<file path="config.mk">
export PLATFORM = sky130hd
export DESIGN_NAME = prio_intc
export DESIGN_NICKNAME = d
export VERILOG_FILES = /design/src/rtl/irqc_pkg.sv /design/src/rtl/irqc_datapath.sv /design/src/rtl/irqc_ctrl.sv /design/src/rtl/prio_intc.sv
export SDC_FILE = /design/constraint.sdc
export NUM_CORES = 1
export LEC_CHECK = 0
export BUFFER_PORTS_ARGS = -buffer_cell sky130_fd_sc_hd__buf_4
export CAP_MARGIN = 20
export CORE_ASPECT_RATIO = 0.9
export CORE_MARGIN = 4
export CORE_UTILIZATION = 55
export DETAILED_ROUTE_END_ITERATION = 8
export PLACE_DENSITY = 0.74
export SETUP_SLACK_MARGIN = 0.1
export SLEW_MARGIN = 40
export SYNTH_ARGS = -nofsm -noshare
export SYNTH_HDL_FRONTEND = slang
export SYNTH_HIERARCHICAL = 1
export SYNTH_SLANG_ARGS = --single-unit
</file>
<file path="constraint.sdc">
create_clock -name clk -period 7.05 [get_ports clk]
set_input_delay 0.3525 -clock clk [delete_from_list [all_inputs] [get_ports clk]]
set_output_delay 0.3525 -clock clk [all_outputs]
set_load 0.05 [all_outputs]
</file>
<file path="src/rtl/irqc_pkg.sv">
package irqc_pkg;
  localparam int LINES  = 8;
  localparam int LVL_W  = $clog2(LINES);
  localparam int DATA_W = 8;

  typedef logic [LINES-1:0] lineVec_t;

  typedef struct packed {
    logic              initClr;
    logic              setBase;
    logic              setMask;
    logic              setTrig;
    logic              eoiNs;
    logic              eoiSp;
    logic              rotate;
    logic              setPrio;
    logic              take;
    logic [LVL_W-1:0]  lvl;
    logic [DATA_W-1:0] data;
  } dpStrobe_t;

  typedef struct packed {
    logic aeoi;
    logic rotAeoi;
    logic smm;
  } dpMode_t;

  // Returns {found, level}: first set bit scanning upward from ptr+1 (mod LINES).
  function automatic logic [LVL_W:0] pickFirst(input lineVec_t v, input logic [LVL_W-1:0] ptr);
    logic [LVL_W:0]   r;
    logic [LVL_W-1:0] idx;
    r = '0;
    for (int k = LINES; k >= 1; k--) begin
      idx = ptr + LVL_W'(k);
      if (v[idx]) r = {1'b1, idx};
    end
    return r;
  endfunction
endpackage

</file>
<file path="src/rtl/irqc_datapath.sv">
module irqc_datapath
  import irqc_pkg::*;
(
  input  logic                 clk,
  input  logic                 rstN,
  input  dpStrobe_t            st,
  input  dpMode_t              mode,
  input  lineVec_t             reqIn,
  output lineVec_t             irrQ,
  output lineVec_t             isrQ,
  output lineVec_t             imrQ,
  output lineVec_t             trigQ,
  output logic [DATA_W-1:0]    baseQ,
  output logic                 pendValid,
  output logic [LVL_W-1:0]     pendLvl
);
  logic [LVL_W-1:0] prioQ, prioN;
  lineVec_t reqPrev, rise, blockSet, cand, irrN, isrN;
  logic [LVL_W:0] win, isrTop;

  always_comb begin
    isrTop    = pickFirst(isrQ, prioQ);
    blockSet  = (mode.smm && (|imrQ)) ? '0 : isrQ;
    cand      = (irrQ & ~imrQ) | blockSet;
    win       = pickFirst(cand, prioQ);
    pendLvl   = win[LVL_W-1:0];
    pendValid = win[LVL_W] && !blockSet[pendLvl];
  end

  always_comb begin
    rise = reqIn & ~reqPrev;
    irrN = irrQ;
    if (st.take) irrN[pendLvl] = 1'b0;
    if (st.initClr) irrN = '0;
    irrN = irrN | (rise & ~trigQ);
    irrN = (irrN & ~trigQ) | (reqIn & trigQ);

    isrN = isrQ;
    if (st.take && !mode.aeoi) isrN[pendLvl] = 1'b1;
    if (st.eoiSp) isrN[st.lvl] = 1'b0;
    if (st.eoiNs && isrTop[LVL_W]) isrN[isrTop[LVL_W-1:0]] = 1'b0;
    if (st.initClr) isrN = '0;

    prioN = prioQ;
    if (st.take && mode.aeoi && mode.rotAeoi) prioN = pendLvl;
    if (st.setPrio) prioN = st.lvl;
    if (st.rotate && st.eoiSp) prioN = st.lvl;
    if (st.rotate && st.eoiNs && isrTop[LVL_W]) prioN = isrTop[LVL_W-1:0];
    if (st.initClr) prioN = LVL_W'(LINES - 1);
  end

  always_ff @(posedge clk) begin
    if (!rstN) begin
      reqPrev <= '0;
      irrQ    <= '0;
      isrQ    <= '0;
      imrQ    <= '0;
      trigQ   <= '0;
      baseQ   <= '0;
      prioQ   <= LVL_W'(LINES - 1);
    end else begin
      reqPrev <= reqIn;
      irrQ    <= irrN;
      isrQ    <= isrN;
      prioQ   <= prioN;
      if (st.initClr)      imrQ <= '0;
      else if (st.setMask) imrQ <= st.data[LINES-1:0];
      if (st.setTrig) trigQ <= st.data[LINES-1:0];
      if (st.setBase) baseQ <= st.data;
    end
  end
endmodule

</file>
<file path="src/rtl/irqc_ctrl.sv">
module irqc_ctrl
  import irqc_pkg::*;
(
  input  logic              clk,
  input  logic              rstN,
  input  logic              wrEn,
  input  logic              rdEn,
  input  logic              addr,
  input  logic              trigSel,
  input  logic [DATA_W-1:0] wrData,
  input  logic              intAck,
  input  logic              pendValid,
  input  logic [LVL_W-1:0]  pendLvl,
  input  lineVec_t          irrQ,
  input  lineVec_t          isrQ,
  input  lineVec_t          imrQ,
  input  lineVec_t          trigQ,
  output dpStrobe_t         st,
  output dpMode_t           mode,
  output logic              initDone,
  output logic [DATA_W-1:0] rdData
);
  typedef enum logic [2:0] {INIT_IDLE, INIT_BASE, INIT_CASC, INIT_MODE, INIT_DONE} initStep_e;
  initStep_e initQ;
  logic aeoiQ, rotAeoiQ, smmQ, pollQ, readIsrQ;
  logic cmdWr, dataWr, isIcw1, isOcw2, isOcw3, pollRd;
  logic [2:0] op;

  assign cmdWr    = wrEn && !addr;
  assign dataWr   = wrEn && addr;
  assign isIcw1   = cmdWr && wrData[4];
  assign isOcw2   = cmdWr && (wrData[4:3] == 2'b00);
  assign isOcw3   = cmdWr && !wrData[7] && (wrData[4:3] == 2'b01);
  assign op       = wrData[7:5];
  assign pollRd   = rdEn && !addr && !readIsrQ && pollQ;
  assign initDone = (initQ == INIT_DONE);
  assign mode     = '{aeoi: aeoiQ, rotAeoi: rotAeoiQ, smm: smmQ};

  always_comb begin
    st         = '0;
    st.data    = wrData;
    st.lvl     = wrData[LVL_W-1:0];
    st.initClr = isIcw1;
    if (dataWr && trigSel) st.setTrig = 1'b1;
    else if (dataWr) begin
      case (initQ)
        INIT_BASE:            st.setBase = 1'b1;
        INIT_IDLE, INIT_DONE: st.setMask = 1'b1;
        default:              ;
      endcase
    end
    if (isOcw2) begin
      case (op)
        3'd1: st.eoiNs = 1'b1;
        3'd3: st.eoiSp = 1'b1;
        3'd5: begin st.eoiNs = 1'b1; st.rotate = 1'b1; end
        3'd6: st.setPrio = 1'b1;
        3'd7: begin st.eoiSp = 1'b1; st.rotate = 1'b1; end
        default: ;
      endcase
    end
    st.take = pendValid && (pollRd || (intAck && initDone));
  end

  always_comb begin
    if (addr)          rdData = trigSel ? DATA_W'(trigQ) : DATA_W'(imrQ);
    else if (readIsrQ) rdData = DATA_W'(isrQ);
    else if (pollQ)    rdData = pendValid ? {1'b1, {(DATA_W-1-LVL_W){1'b0}}, pendLvl} : '0;
    else               rdData = DATA_W'(irrQ);
  end

  always_ff @(posedge clk) begin
    if (!rstN) begin
      initQ    <= INIT_IDLE;
      aeoiQ    <= 1'b0;
      rotAeoiQ <= 1'b0;
      smmQ     <= 1'b0;
      pollQ    <= 1'b0;
      readIsrQ <= 1'b0;
    end else if (isIcw1) begin
      initQ    <= INIT_BASE;
      aeoiQ    <= 1'b0;
      rotAeoiQ <= 1'b0;
      smmQ     <= 1'b0;
      pollQ    <= 1'b0;
      readIsrQ <= 1'b0;
    end else begin
      if (dataWr && !trigSel) begin
        case (initQ)
          INIT_BASE: initQ <= INIT_CASC;
          INIT_CASC: initQ <= INIT_MODE;
          INIT_MODE: begin initQ <= INIT_DONE; aeoiQ <= wrData[1]; end
          default:   ;
        endcase
      end
      if (isOcw2 && op == 3'd0) rotAeoiQ <= 1'b0;
      if (isOcw2 && op == 3'd4) rotAeoiQ <= 1'b1;
      if (pollRd) pollQ <= 1'b0;
      if (isOcw3) begin
        if (wrData[6]) smmQ <= wrData[5];
        if (wrData[2]) pollQ <= 1'b1;
        if (wrData[1]) readIsrQ <= wrData[0];
      end
    end
  end
endmodule

</file>
<file path="src/rtl/prio_intc.sv">
module prio_intc
  import irqc_pkg::*;
(
  input  logic              clk,
  input  logic              rstN,
  input  logic              wrEn,
  input  logic              rdEn,
  input  logic              addr,
  input  logic              trigSel,
  input  logic [DATA_W-1:0] wrData,
  output logic [DATA_W-1:0] rdData,
  input  logic [LINES-1:0]  irqReq,
  input  logic              intAck,
  output logic              intOut,
  output logic [DATA_W-1:0] intVec
);
  dpStrobe_t        st;
  dpMode_t          mode;
  lineVec_t         irrQ, isrQ, imrQ, trigQ;
  logic [DATA_W-1:0] baseQ;
  logic             pendValid, initDone;
  logic [LVL_W-1:0] pendLvl;

  irqc_ctrl u_ctrl (
    .clk(clk), .rstN(rstN), .wrEn(wrEn), .rdEn(rdEn), .addr(addr),
    .trigSel(trigSel), .wrData(wrData), .intAck(intAck),
    .pendValid(pendValid), .pendLvl(pendLvl),
    .irrQ(irrQ), .isrQ(isrQ), .imrQ(imrQ), .trigQ(trigQ),
    .st(st), .mode(mode), .initDone(initDone), .rdData(rdData)
  );

  irqc_datapath u_dp (
    .clk(clk), .rstN(rstN), .st(st), .mode(mode), .reqIn(irqReq),
    .irrQ(irrQ), .isrQ(isrQ), .imrQ(imrQ), .trigQ(trigQ), .baseQ(baseQ),
    .pendValid(pendValid), .pendLvl(pendLvl)
  );

  assign intOut = initDone && pendValid;
  assign intVec = baseQ | DATA_W'(pendLvl);
endmodule

</file>
Yosys cells after proc, flatten, opt, wreduce, memory -nomap -nowiden
Cells that the tools add are included.
{"block": "classes", "eq_ne": 11, "bitwise_logic": 20, "n_mux": 89, "n_addsub": 7, "n_reduce_logical": 54, "magnitude_cmp": 14}
{"operator": "$mux W8", "count": 11}
{"operator": "$mux W4", "count": 17}
{"operator": "$and A8 B8 Y8", "count": 8}
{"operator": "$bmux W1 S3", "count": 17}
{"operator": "$not A8 Y8", "count": 6}
{"operator": "$lt A3 B4 Y1 const B", "count": 11}
{"operator": "$mux W1", "count": 34}
{"operator": "$or A8 B8 Y8", "count": 4}
{"operator": "$logic_and A1 B1 Y1", "count": 28}
{"operator": "$eq A3 B3 Y1 const B", "count": 5}
{"operator": "$add A3 B3 Y3 const B", "count": 4}
{"operator": "$mux W3", "count": 4}
{"operator": "$reduce_and A2 Y1", "count": 5}
{"operator": "$reduce_or A2 Y1", "count": 5}
{"operator": "$demux W1 S3", "count": 3}
{"operator": "$eq A3 B2 Y1 const B", "count": 3}
{"operator": "$ge A3 B1 Y1 const B", "count": 3}
{"operator": "$pmux W3 S3", "count": 1}
{"operator": "$or A8 B3 Y8", "count": 1}
{"operator": "$reduce_bool A4 Y1", "count": 2}
{"operator": "$reduce_or A8 Y1", "count": 1}
{"operator": "$add A3 B2 Y3 const B", "count": 2}
{"operator": "$eq A3 B1 Y1 const B", "count": 2}
{"operator": "$logic_not A1 Y1", "count": 6}
{"operator": "other kinds (9)", "count": 12}
{"block": "totals", "output_inout_bits": 17, "input_bits": 23, "reg_bits": 59}

Depth between registers and ports, before layout
{"block": "depth", "ltp_word": 25, "ltp_mapped": 23}

By module
Netlist, hierarchy kept.
{"module": "irqc_datapath", "cells_each": 538, "area_each_um2": 4415.5, "seq_area_each_um2": 1021.0, "n_inst": 1}
{"module": "irqc_ctrl", "cells_each": 108, "area_each_um2": 862.1, "seq_area_each_um2": 160.2, "n_inst": 1}
{"module": "prio_intc", "cells_each": 4, "area_each_um2": 25.0, "seq_area_each_um2": 0.0, "n_inst": 1}

Worst setup path before layout
OpenSTA, ideal clock, no wires.
{"block": "synth_timing", "path_type": "register to output", "startpoint": "register u_dp.prioQ[0]", "endpoint": "output port rdData[1]", "required_ps": 6698, "setup_slack_ps": 2006, "arrival_time_ps": 4691, "path_stages_with_launch": 20, "path_cell_list": "dfxtp_1 buf_2 inv_1 clkbuf_1 ha_1 buf_2 clkbuf_1 a2111oi_0 nor3_2 a311oi_2 nand2_1 o21ba_2 o221ai_2 inv_2 mux2i_1 mux2i_1 a311oi_1 and4bb_2 a22oi_1 o21ai_1"}
{"block": "synth_via", "elab_chain_cells": 18, "word_cells_on_any_way": 39, "classes_between": "add/sub (7); mux (30); reduce/logical (2)"}
{"item": "start, declared", "line_no": "irqc_datapath.sv:17", "rtl": "logic [LVL_W-1:0] prioQ, prioN;"}
{"item": "start signal, assigned", "line_no": "irqc_datapath.sv:60", "rtl": "prioQ <= LVL_W'(LINES - 1);"}
{"item": "start signal, assigned", "line_no": "irqc_datapath.sv:65", "rtl": "prioQ <= prioN;"}
{"item": "$add A3 B3 Y3 / $bmux W1 S3 (equally long branches)", "line_no": "irqc_pkg.sv:34, irqc_pkg.sv:35"}
{"item": "$bmux W1 S3 / $mux W1 (equally long branches)", "line_no": "irqc_pkg.sv:35", "rtl": "if (v[idx]) r = {1'b1, idx};"}
{"item": "$mux W1 (implied by the code) / $mux W4 (equally long branches)", "line_no": "irqc_pkg.sv:35"}
{"item": "$mux W4 (6 in series)", "line_no": "irqc_pkg.sv:35"}
{"item": "$mux W4 (*)", "line_no": "irqc_pkg.sv:35"}
{"item": "via pendLvl[0]", "line_no": "prio_intc.sv:22", "rtl": "logic [LVL_W-1:0] pendLvl;"}
{"item": "$bmux W1 S3 (*)", "line_no": "irqc_datapath.sv:27", "rtl": "pendValid = win[LVL_W] && !blockSet[pendLvl];"}
{"item": "$mux W1 (implied by the code) (*)", "line_no": "irqc_datapath.sv:27"}
{"item": "$logic_not A1 Y1 (*)", "line_no": "irqc_datapath.sv:27"}
{"item": "$logic_and A1 B1 Y1 (*)", "line_no": "irqc_datapath.sv:27"}
{"item": "via pendValid", "line_no": "prio_intc.sv:21", "rtl": "logic pendValid, initDone;"}
{"item": "$mux W8 (*) (2 in series)", "line_no": "irqc_ctrl.sv:68", "rtl": "else if (pollQ) rdData = pendValid ? {1'b1, {(DATA_W-1-LVL_W){1'b0}}, pendLvl} : '0;"}
{"item": "$mux W8 (*)", "line_no": "irqc_ctrl.sv:67", "rtl": "else if (readIsrQ) rdData = DATA_W'(isrQ);"}
{"item": "$mux W8 (*)", "line_no": "irqc_ctrl.sv:66", "rtl": "if (addr) rdData = trigSel ? DATA_W'(trigQ) : DATA_W'(imrQ);"}
{"item": "end, declared", "line_no": "prio_intc.sv:11", "rtl": "output logic [DATA_W-1:0] rdData,"}
Mark *: on every way through the listed nets, which the timed path passes. The rest lies on a longest branch. The select of a mux whose other input is x is not followed.

Final worst setup path
{"block": "layout_timing", "startpoint": "register u_dp.prioQ[1]", "endpoint": "output port rdData[0]"}
The elaborated chain is that of the path after synthesis.

==> results.yml <==
logic_synthesis:
  synth_top_family_by_area: "compound AO/OA/AOI/OAI gates"
  netlist_area_um2: 5300
  yosysSeqAreaShare: 0.223
  synth.net_count: 675
  ys_ff_latch: 59
  avgSynthCellArea_um2: 8.16
  synth_compound_area_frac: 0.292
  muxShareOfSynthArea: 0.134
  synth_top_area_share: 0.223
  synth.area.top_cells: "dfxtp_1 22%, mux2i_1 7.9%, nor2b_1 4.4%"
  synth.most_common_cell: "dfxtp_1"
  synth_xor_area_frac: 0.00826
  yosysWarnings: 6
  synth_cell_types: 93
  ys.flop_type: "dfxtp_1"
  async_reset_ff_frac: 0
  synth_fa_ha_area_frac: 0.00472
  synth_edf_count: 0
  yosys.area.top_type: "dfxtp_1"
  synthTopCellsByCount: "59 x dfxtp_1, 46 x nand2_1, 45 x nor2_1"
  netlist_instances: 650
  synth-simple-area-share: 0.270
cells_and_area:
  final_nets: 681
  num-fill-cells: 824
  insertedDiodeCount: 0
  design_area_um2: 5750
  area_growth_pct: 8.40
  post-route-util: 0.621
  layout-drive-gt1-share: 0.170
  fin_cells: 781
die:
  initial_utilization: 0.573
  die_area_um2: 11300
  core_area_um2: 9250
  die_h_um: 101
  die_w_um: 112
  ios: 40
  rows: 33
outcome:
  status: "completed"
min_path:
  hold_path_class: "in -> reg"
  min_path_cells: 2
global_routing:
  antenna_found_initial: 0
  grt-ovfl-total: 0
  grt_use_total: 0.319
  grt_pass1_wl_um: 28700
  grt_pass1_vias: 5249
  grt_max_degree: 49
place:
  pre_cts_ws_ns: 1.48
  io_buffers: 39
  place_hpwl_um: 13100
  place_area_um2: 5550
  place.gp.congestion: 0.967
  numPlacedInstances: 767
timing:
  finalCritPeriodShare: 0.853
  finalCriticalPeriod_ns: 6.02
  worst_slew_pin_slew_ns: 0.911
  fmax_ghz: 0.166
  worst_slack_ns: 1.03
  finClkSkew_ns: 0.00718
  setup_violations: 0
  rsz0062_at_grt: "no"
  hold_viol_final: 0
  fin_tns_setup_ns: 0
  slew-limit-headroom: 0.392
  hold_slack_ns: 0.225
  drv_slew: 0
cts:
  cts_resized: 0
  cts_tree: "built"
  cts_htree_levels: 3
  root_buffer: "clkbuf_8"
  hold_buffers: 0
  cts_max_path_buffers: 2
  clock-sinks: 59
  cts_made_buffers: 9
  cts_setup_buffers: 0
  clk_pin_slew_worst_paths_ns: 0.07
  clk_latency_ns: 0.34
job:
  maxCapViolations: 0
power:
  cellPowerDensity_nw_per_um2: 166
  p_leak_nw: 2.18
  ir_worst_vdd_mv: 0.158
  total_power_mw: 0.955
worst_setup_path:
  path_delay_family: "compound AO/OA/AOI/OAI gates"
  cp_data_required_time_ns: 6.70
  critical_path.max_stage_delay_ns: 0.83
  end_kind: "primary output"
  worstSetupPathType: "reg -> out"
  crit_top_cell: "mux2i_1"
  crit_arrival_ns: 5.66
  path_buf_inv: 3
  slowest_stage: "ha_2"
  rr_worst_depth: 18
  path_max_fanout: 32
  cp_cell_sequence: "inv_2 > ha_2 > mux2i_1 > a211oi_1 > a22oi_1 > o31a_1 > nand2_1 > o21ba_2 > o221ai_2 > inv_2 > mux2i_1 > mux2i_1 > a311oi_1 > and4bb_2 > a22oi_1 > o21ai_1 > buf_4"
  worst-path-stages: 17
  cp-start-kind: "register"
detailed_routing:
  ant_nets: 0
  drc: 0
  dr.pass1.iters: 5
  drt_iter0_markers: 702
  drt-wirelength-per-cell_um: 23.3
  num_vias: 5519
  viasPerCell: 7.07
  totalWireLength_um: 18200
[kinds of logic (layout without fill, tap and decap cells)]
family | Yosys count | count (layout)
XOR/XNOR | 5 | 5
AND/OR/NAND/NOR | 253 | 253
multiplexers | 59 | 59
AO/OA/AOI/OAI | 202 | 202
flip-flops | 59 | 59
buffers and inverters | 70 | 79
adder cells (fa/ha/maj) | 2 | 2
[sequential cells by signal, indices dropped and copies added (netlist names)]
name / flops
u_dp/baseQ: 8
u_dp/prioQ: 3
u_dp/isrQ: 8
u_ctrl/aeoiQ: 1
u_ctrl/readIsrQ: 1
u_dp/trigQ: 8
u_dp/imrQ: 8
u_ctrl/smmQ: 1
u_ctrl/pollQ: 1
u_ctrl/rotAeoiQ: 1
u_ctrl/initQ: 3
u_dp/reqPrev: 8
u_dp/irrQ: 8
[power by group]
part           total (mW)  switching [mW]  internal (mW)
Clock               0.316           0.129          0.188
Sequential          0.354         0.00942          0.344
Combinational       0.285           0.182          0.102
[path summary, 6_finish.rpt]
path	endpoint	slack, ns	start
min reg2reg	u_dp/irrQ[5]$_SDFF_PN0_	0.49	u_dp/reqPrev[5]$_SDFF_PN0_
max	rdData[0]	1.03	u_dp/prioQ[1]$_SDFFE_PP1P_
max reg2reg	u_dp/isrQ[0]$_SDFF_PP0_	1.20	u_dp/prioQ[1]$_SDFFE_PP1P_
min	u_dp/reqPrev[6]$_SDFF_PN0_	0.23	irqReq[6]
[area by class of cell]
| class | count | area, um^2 | area share |
|---|---|---|---|
| multi-input combinational | 521 | 3790 | 0.660 |
| timing repair buffer | 47 | 353 | 0.0614 |
| clock inverter | 2 | 35.0 | 0.00609 |
| sequential | 59 | 1180 | 0.206 |
| tap | 122 | 153 | 0.0266 |
| clock buffer | 12 | 165 | 0.0287 |
| inverter | 18 | 67.6 | 0.0118 |
[placed cells by master, fill, tap and decap left out, types with 14 or more instances in the layout]
| cell type | instances |
|---|---|
| o21ai_0 | 27 |
| inv_1 | 16 |
| nand2b_1 | 18 |
| nand3_1 | 17 |
| nor3_1 | 15 |
| buf_4 | 47 |
| a22oi_1 | 14 |
| mux2i_1 | 42 |
| a21oi_1 | 29 |
| nor2_1 | 45 |
| and2_1 | 19 |
| nand2_1 | 46 |
| nor2b_1 | 37 |
| dfxtp_1 | 57 |
[routing by layer]
metal	vias to the layer above	GRT usage	part of all wire
li1	2476	-	-
met1	2602	0.458	0.43
met2	389	0.473	0.43
met3	52	0.0783	0.12
met4	0	0.103	0.024
met5	-	0	0
No activity file was read; power rests on OpenSTA's default activity.
